<file path="src/rtl/fsr_pkg.sv">
package fsr_pkg;
   typedef enum logic [2:0] {
      FM_IDLE  = 3'd0,
      FM_PROG  = 3'd1,
      FM_EWAIT = 3'd2,
      FM_ERUN  = 3'd3,
      FM_SUSP  = 3'd4,
      FM_FAIL  = 3'd5
   } fsr_mode_e;

   localparam int NUM_TOG = 2;
   localparam int TOG_ANY = 0;
   localparam int TOG_BLK = 1;
   localparam int MAX_CODE = 5;

   function automatic logic is_busy(fsr_mode_e m);
      return (m == FM_PROG) || (m == FM_EWAIT) || (m == FM_ERUN) || (m == FM_FAIL);
   endfunction

   function automatic logic is_erasing(fsr_mode_e m);
      return (m == FM_EWAIT) || (m == FM_ERUN);
   endfunction
endpackage

</file>
<file path="src/rtl/fsr_strobe_end.sv">
module fsr_strobe_end (
   input  logic clk,
   input  logic rst_n,
   input  logic stb,
   output logic done
);
   logic stb_q;

   always_ff @(posedge clk or negedge rst_n) begin
      if (!rst_n) stb_q <= 1'b0;
      else        stb_q <= stb;
   end

   assign done = stb_q & ~stb;
endmodule

</file>
<file path="src/rtl/fsr_op_track.sv">
module fsr_op_track
   import fsr_pkg::*;
(
   input  logic      clk,
   input  logic      rst_n,
   input  fsr_mode_e mode,
   output logic      op_start,
   output logic      last_prog
);
   fsr_mode_e mode_q;
   logic      prog_start, erase_start;

   always_comb begin
      prog_start  = (mode == FM_PROG) && (mode_q != FM_PROG);
      erase_start = is_erasing(mode) && (mode_q == FM_IDLE);
      op_start    = prog_start | erase_start;
   end

   always_ff @(posedge clk or negedge rst_n) begin
      if (!rst_n) begin
         mode_q    <= FM_IDLE;
         last_prog <= 1'b0;
      end else begin
         mode_q <= mode;
         if (mode == FM_PROG)
            last_prog <= 1'b1;
         else if (is_erasing(mode) || (mode == FM_SUSP))
            last_prog <= 1'b0;
      end
   end
endmodule

</file>
<file path="src/rtl/fsr_toggle_cell.sv">
module fsr_toggle_cell #(
   parameter bit INIT = 1'b0
) (
   input  logic clk,
   input  logic rst_n,
   input  logic clr,
   input  logic step,
   output logic q
);
   always_ff @(posedge clk or negedge rst_n) begin
      if (!rst_n)    q <= INIT;
      else if (clr)  q <= INIT;
      else if (step) q <= ~q;
   end
endmodule

</file>
<file path="src/rtl/flash_status_gen.sv">
module flash_status_gen
   import fsr_pkg::*;
#(
   parameter int MODE_W   = 3,
   parameter bit TOG_INIT = 1'b0
) (
   input  logic              clk,
   input  logic              rst_n,
   input  logic [MODE_W-1:0] op_mode,
   input  logic              rd_stb,
   input  logic              in_erase_blk,
   input  logic              blk_bad,
   input  logic              wr_bit7,
   output logic              st_dq7,
   output logic              st_dq6,
   output logic              st_dq5,
   output logic              st_dq3,
   output logic              st_dq2,
   output logic              rdy,
   output logic              status_sel
);
   localparam logic [MODE_W-1:0] TOP_CODE = MODE_W'(MAX_CODE);

   initial begin
      if (MODE_W < 3) $error("flash_status_gen: MODE_W must be at least 3");
   end

   fsr_mode_e          mode;
   logic               op_start, last_prog, rd_done;
   logic [NUM_TOG-1:0] tog_en, tog_q;

   always_comb begin
      if (op_mode > TOP_CODE) mode = FM_IDLE;
      else                    mode = fsr_mode_e'(op_mode[2:0]);
   end

   fsr_strobe_end u_end (
      .clk  (clk),
      .rst_n(rst_n),
      .stb  (rd_stb),
      .done (rd_done)
   );

   fsr_op_track u_trk (
      .clk      (clk),
      .rst_n    (rst_n),
      .mode     (mode),
      .op_start (op_start),
      .last_prog(last_prog)
   );

   always_comb begin
      tog_en          = '0;
      tog_en[TOG_ANY] = is_busy(mode);
      tog_en[TOG_BLK] = ((is_erasing(mode) || (mode == FM_SUSP)) && in_erase_blk)
                      || ((mode == FM_FAIL) && !last_prog && in_erase_blk && blk_bad);
   end

   for (genvar g = 0; g < NUM_TOG; g++) begin : g_tog
      fsr_toggle_cell #(.INIT(TOG_INIT)) u_cell (
         .clk  (clk),
         .rst_n(rst_n),
         .clr  (op_start),
         .step (rd_done & tog_en[g]),
         .q    (tog_q[g])
      );
   end

   always_comb begin
      rdy        = ~is_busy(mode);
      status_sel = is_busy(mode) || ((mode == FM_SUSP) && in_erase_blk);
      st_dq7 = 1'b0;
      st_dq3 = 1'b0;
      unique case (mode)
         FM_PROG:  st_dq7 = ~wr_bit7;
         FM_ERUN:  st_dq3 = 1'b1;
         FM_SUSP:  begin st_dq7 = 1'b1; st_dq3 = 1'b1; end
         FM_FAIL:  begin st_dq7 = last_prog & ~wr_bit7; st_dq3 = ~last_prog; end
         default:  ;
      endcase
      st_dq7 = st_dq7 & status_sel;
      st_dq3 = st_dq3 & status_sel;
      st_dq6 = tog_q[TOG_ANY] & status_sel;
      st_dq2 = tog_q[TOG_BLK] & status_sel;
      st_dq5 = (mode == FM_FAIL);
   end
endmodule

</file>
<file path="config.mk">
export PLATFORM = sky130hd
export DESIGN_NAME = flash_status_gen
export DESIGN_NICKNAME = d
export VERILOG_FILES = /design/src/rtl/fsr_pkg.sv /design/src/rtl/fsr_strobe_end.sv /design/src/rtl/fsr_op_track.sv /design/src/rtl/fsr_toggle_cell.sv /design/src/rtl/flash_status_gen.sv
export SDC_FILE = /design/constraint.sdc
export NUM_CORES = 1
export LEC_CHECK = 0
export BUFFER_PORTS_ARGS = -buffer_cell sky130_fd_sc_hd__buf_2
export CAP_MARGIN = 20
export CORE_AREA = 2 2 39 41
export DETAILED_ROUTE_END_ITERATION = 12
export DIE_AREA = 0 0 41 43
export PLACE_DENSITY = 0.65
export SYNTH_ARGS = -nofsm -noshare
export SYNTH_HDL_FRONTEND = slang
export SYNTH_SLANG_ARGS = --single-unit
</file>
<file path="constraint.sdc">
create_clock -name clk -period 2.09 [get_ports clk]
set_clock_uncertainty 0.05 [all_clocks]
set_input_delay 0.209 -clock clk [delete_from_list [all_inputs] [get_ports clk]]
set_output_delay 0.209 -clock clk [all_outputs]
set_load 0.1 [all_outputs]
</file>
==> flow_metrics.tcl, run 1 <==
set metrics [dict create \
    status "finished clean" \
    core_area_sq_mm 0.00138 \
    hold_viol 0 \
    die-area_sq_mm 0.00176 \
    rsz0062_at_grt "false" \
    cts_tree "built" \
    dieWidth_um 41 \
    synth_top_cell_by_area "dfrtp_1" \
    combPwrFrac 0.373 \
    antenna_found_initial 0 \
    grt-ovfl-total 0 \
    syn_area_per_cell_sq_um 9.90 \
    routed_wl_um 837 \
    drt_iter0_markers 0 \
    grt_max_degree 13 \
    synthesis.nets 54 \
    drc 0 \
    worstSkewPairLatency_ns 0.25 \
    cts_made_buffers 3 \
    cellInternalPower_w 0.000267 \
    p_sw_w 0.000180 \
    finalCriticalPeriod_ns 1.65 \
    grt_pass1_vias 328 \
    synth_top_cells_by_area "dfrtp_1 39%, nand2b_1 7.0%, a2111oi_4 6.2%" \
    num-nets-final 72 \
    num-fill-cells 138 \
    power_density_mw_per_mm2 783 \
    drv_cap 0 \
    numPlacedInstances 73 \
    ys_seq_area_frac 0.393 \
    num_io_pins 16 \
    clk_pin_slew_worst_paths_ns 0.05 \
    area_growth_pct 28.4 \
    fmax_ghz 0.605 \
    cp-start-kind "flip-flop" \
    dr.pass1.iters 1 \
    vias 362 \
    cts_sinks 7 \
    antenna_left 0 \
    p_leak_nw 0.271 \
    required_ns 1.83 \
    die_height_um 43 \
    start_util 0.322 \
    grtUsageTotal 0.126 \
    ys_ff_latch 7 \
    grt_pass1_wl_um 1440 \
    routabilityCongestion 0.756 \
    yosysTopAreaCellShare 0.393 \
    cts_resized 0 \
    drive_above_1_share 0.419 \
    switching_share 0.403 \
    instances_no_fill 78 \
    worstSetupEndpointType "primary output" \
    worst_slew_pin_slew_ns 0.486 \
    min_path_type "input port to flip-flop" \
    cp_data_arrival_time_ns 1.39 \
    netlist_instances 45 \
    p_clk_frac 0.275 \
    path_class "flip-flop to primary output" \
    synth_warnings 0 \
    synth_area_sq_um 445 \
    crit_path_max_fanout 5 \
    cts_buffer_depth 2 \
    clockRootBuffer "clkbuf_4" \
    slew_headroom 0.678 \
    diodes 0 \
    viasPerCell 4.64 \
    maxSlewViolCount 0 \
    rows 14 \
    fin_crit_sh 0.791 \
    port_buffers 15 \
    setup_violations 0 \
    wl_per_cell_um 10.7 \
    synth_cell_type_count 21 \
    fin_tns_setup_ns 0 \
    ctsHtreeMaxLevel 1 \
    sequentialPowerShare 0.352 \
    irDropWorstVdd_uv 323 \
]
==> cell families after synthesis <==
group                  synth area share
flip-flops                        0.393
XOR/XNOR                         0.0759
AO/OA/AOI/OAI                     0.177
AND/OR/NAND/NOR                   0.239
multiplexers                     0.0478
buffers and inverters            0.0674
==> timing repair <==
item,in CTS,in global routing
hold buffers,1,0
setup buffers,0,0
hold endpoints to repair,7,0
==> power by group through the flow <==
stage / Clock, W / Sequential (W) / Combinational (W)
after floorplan: 0 / 0.000158 / 0.000143
after global placement: 0 / 0.000160 / 0.000165
after detailed placement: 0 / 0.000160 / 0.000166
after CTS: 0.000128 / 0.000158 / 0.000168
after global routing: 0.000136 / 0.000159 / 0.000179
final: 0.000123 / 0.000158 / 0.000167
==> path summary, 6_finish.rpt <==
path	start	endpoint	slack (ns)	cells after the start
worst min-delay path	rd_stb	u_end.stb_q	0.03	1
worst max register to register	u_trk.last_prog	g_tog[1].u_cell.q	0.79	4
worst min register to register	g_tog[1].u_cell.q	g_tog[1].u_cell.q	0.49	2
max in group asynchronous	rst_n	u_trk.last_prog	1.58	2
min in group asynchronous	rst_n	g_tog[0].u_cell.q	0.26	2
worst max-delay path	u_trk.last_prog	st_dq7	0.44	4
==> layer usage <==
layer | vias to the layer above | global-route usage | wire [um]
met5 | - | 0 | 0
met4 | 0 | 0.100 | 29
met3 | 5 | 0.0471 | 61
met2 | 11 | 0.163 | 368
met1 | 164 | 0.160 | 378
li1 | 182 | - | -
==> critical path, stage by stage, from the launching register on <==
cell and delay [ns]:
dfrtp_1 0.40, nand2b_1 0.12, nand3b_1 0.08, a21oi_2 0.11, buf_2 0.43
==> per-stage QoR <==
| step | setup slack (ns) | power, W | area, sq um | util | hold slack (ns) |
|---|---|---|---|---|---|
| finish | 0.437 | 0.000448 | 572 | 0.413 | 0.0257 |
| global route | 0.349 | 0.000474 | 572 | 0.413 | 0.0135 |
| CTS | 0.422 | 0.000454 | 572 | 0.413 | 0.0207 |
| detailed placement | 0.533 | 0.000327 | 536 | 0.387 | -0.00123 |
| global placement | 0.538 | 0.000325 | 536 | 0.387 | -0.00214 |
| floorplan | 0.107 | 0.000301 | 463 | - | -0.137 |
==> flip-flops by register name, indices dropped and copies added (netlist names) <==
register         cells
u_end.stb_q          1
g_tog.u_cell.q       2
u_trk.mode_q         3
u_trk.last_prog      1
==> Yosys cell counts <==
master / number
and2_1: 4
nor2_1: 4
nand2b_1: 5
a21oi_1: 4
mux2_2: 1
a2111oi_4: 1
xnor2_2: 1
xnor2_1: 2
nor3_1: 1
nand3b_1: 2
nor2b_1: 1
buf_6: 1
a21boi_0: 1
clkbuf_1: 1
dfrtp_1: 7
inv_1: 2
mux2i_1: 1
a22o_1: 1
buf_4: 1
o21ai_0: 3
and2_4: 1
==> layout make-up <==
cell class              instances  area [sq um]  area share
flip-flops and latches          7           175       0.306
clock buffers                   4          26.3      0.0460
well taps                      16          20.0      0.0350
multi-input cells              33           258       0.451
inverters                       2          7.51      0.0131
repair buffers                 16          85.1       0.149
==> placed cells by master (no fill, tap or decap), drive strengths merged, types with 2 or more instances in the layout <==
cell,count
xnor2,3
buf,15
and2,5
nor2,4
o21ai,3
inv,2
clkbuf,4
dfrtp,7
nand2b,5
a21oi,4
nand3b,2
Power figures use the tool's default switching activity.
==> run 2: changes to the inputs <==
- ABC_AREA: unset -> 1
- PLACE_DENSITY: 0.65 -> 0.63
- clock period: 2.09 -> 1.37 ns (I/O delays scaled with it)
==> flow_metrics.tcl, run 2 <==
set metrics [dict create \
    num_io_pins 16 \
    synth_cell_type_count 16 \
    required_ns 1.18 \
    clockRootBuffer "clkbuf_4" \
    fin_total_pwr_w 0.000746 \
    num-fill-cells 143 \
    fmax_ghz 0.698 \
    grtUsageTotal 0.124 \
    vias 448 \
    wl_per_cell_um 9.64 \
    irDropWorstVdd_uv 618 \
    dieWidth_um 41 \
    die-area_sq_mm 0.00176 \
    grt_pass1_wl_um 1450 \
    worstSetupEndpointType "primary output" \
    dpl_worst_slack_ns 0.0655 \
    cts_buffer_depth 2 \
    largestRegisters "u_trk.mode_q x3, g_tog.u_cell.q x2" \
    yosysTopAreaCellShare 0.432 \
    status "finished, violations left" \
    area_growth_pct 73.5 \
    clk_pin_slew_worst_paths_ns 0.05 \
    dr.pass1.iters 4 \
    cp_data_arrival_time_ns 1.24 \
    setup_slack_ns -0.0617 \
    cpPeakStageDelay_ns 0.35 \
    rsz0062_at_grt "true" \
    drt_iter0_markers 6 \
    grt_max_degree 9 \
    violations "negative setup slack" \
    routabilityCongestion 0.812 \
    worstSkewPairLatency_ns 0.25 \
    drive_above_1_share 0.469 \
    holdWs_ns 0.0517 \
    slew_headroom 0.843 \
    p_leak_nw 0.360 \
    largest_reg_flops 3 \
    start_util 0.293 \
    grt_pass1_vias 375 \
    port_buffers 15 \
    synth_top_cell_by_area "dfrtp_1" \
    die_height_um 43 \
    ctsHtreeMaxLevel 1 \
    finalCriticalPeriod_ns 1.43 \
    antenna_left 0 \
    synthesis.nets 65 \
    viasPerCell 4.62 \
    cts_sinks 7 \
    netlist_instances 56 \
    cts_tree "built" \
    gr-usage-met3 0.0471 \
    use_met2 0.197 \
    worst_slew_pin_slew_ns 0.234 \
    synth_most_common_cell "nand2_1" \
    synth_area_sq_um 405 \
    design_area_sq_um 703 \
    top_register "u_trk.mode_q" \
    hpwl_um 741 \
    num-nets-final 91 \
    crit_path_max_fanout 2 \
    diodes 0 \
    cp_cell_sequence "o21ai_2 > or2_1 > a21oi_2 > buf_12" \
    synth_edf_count 0 \
    antenna_found_initial 0 \
    final_common_cell "nand2_1" \
    drc 0 \
    core_area_sq_mm 0.00138 \
    routed_wl_um 935 \
    most-common-layout-cells "11 x nand2_1, 8 x buf_2, 7 x dfrtp_1, 7 x buf_12, 6 x inv_1" \
    synth_commonest_cells "11 x nand2_1, 7 x dfrtp_1, 7 x nor2_1" \
    path_class "flip-flop to primary output" \
    synth_warnings 0 \
    rows 14 \
    grt_busiest_layer "met2" \
    cp_slowest_cell "dfrtp_1" \
    grt-ovfl-total 0 \
    setup_violations 1 \
    ys_seq_area_frac 0.432 \
    maxSlewViolCount 0 \
    met1_usage 0.146 \
    syn_area_per_cell_sq_um 7.24 \
    critical-path-top-delay-family "flip-flops" \
    dpl-instance-area_sq_um 642 \
    min_path_type "input port to flip-flop" \
    ys_ff_latch 7 \
    cts_made_buffers 3 \
    hold_viol 0 \
    synth_ff_type "dfrtp_1" \
    fin_crit_sh 1.05 \
    ys_async_sr_fraction 1.00 \
    critPathBufInv 1 \
    drv_cap 0 \
    cp-start-kind "flip-flop" \
    power_density_mw_per_mm2 1060 \
    synth_top_cells_by_area "dfrtp_1 43%, nand2_1 10%, nor2_1 6.5%" \
]
==> run 2: cell types whose count changed in the layout (fill, tap and decap cells not counted), sizes merged, moves of 2 or more <==
cell,change
nand3,+5
nand2,+13
buf,+4
nor2,+6
nand2b,-5
and2,-5
nand3b,-2
xnor2,-3
inv,+9
==> run 2: worst paths after layout <==
kind                       depth (start not counted)           endpoint  slack, ns         startpoint
setup / recovery                                   4             st_dq7      -0.06    u_trk.last_prog
hold / removal                                     2    u_trk.mode_q[1]       0.05         op_mode[2]
setup reg to reg                                   8  g_tog[1].u_cell.q       0.10    u_trk.last_prog
hold reg to reg                                    2  g_tog[1].u_cell.q       0.45  g_tog[1].u_cell.q
max in group asynchronous                          2    u_trk.last_prog       0.93              rst_n
min in group asynchronous                          2        u_end.stb_q       0.19              rst_n
==> run 2: cell type report <==
type	instances	area (sq um)	share of cell area
multi-input cells	38	210	0.299
well taps	16	20.0	0.0285
flip-flops and latches	7	175	0.249
inverters	11	41.3	0.0587
clock buffers	4	26.3	0.0374
repair buffers	21	230	0.327
==> run 2: worst register-to-register path, delay by kind of cell (launching register included) <==
family | cells | cell delay (ns)
flops | 1 | 0.38
simple gates | 6 | 0.47
buf+inv | 2 | 0.27
==> run 2: what timing repair did <==
action	4_1_cts	5_1_grt
setup endpoints to repair	1	2
gates resized for setup	0	1
pin swaps	1	1
hold buffers	2	0
setup buffers	1	1
hold endpoints to repair	8	0
==> run 2: per-stage QoR <==
stage | utilization | std cells | setup TNS, ns
after global placement | 0.464 | 89 | 0
after CTS | 0.503 | 96 | -0.0838
after detailed placement | 0.464 | 89 | 0
after global routing | 0.508 | 97 | -0.139
after floorplan | - | 56 | -0.349
final | 0.508 | 97 | -0.0617
==> run 2: metal layers <==
metal,share of wire,vias up
met4,0.012,0
met2,0.52,18
li1,-,225
met1,0.39,203
met5,0,-
met3,0.076,2
==> run 2: report_power, final <==
group | leakage [nW] | internal [W] | switching (W)
Combinational | 0.257 | 0.000118 | 0.000210
Sequential | 0.0885 | 0.000226 | 0.00000976
Clock | 0.0150 | 0.000111 | 0.0000706
Total | 0.360 | 0.000455 | 0.000290
==> run 2: cell families (layout without fill, tap and decap cells) <==
group / count (synthesis) / after routing / synth area share
AOI/OAI and AO/OA: 7 / 7 / 0.117
DFF: 7 / 7 / 0.432
and+or+nand+nor: 31 / 31 / 0.349
buffers and inverters: 11 / 36 / 0.102
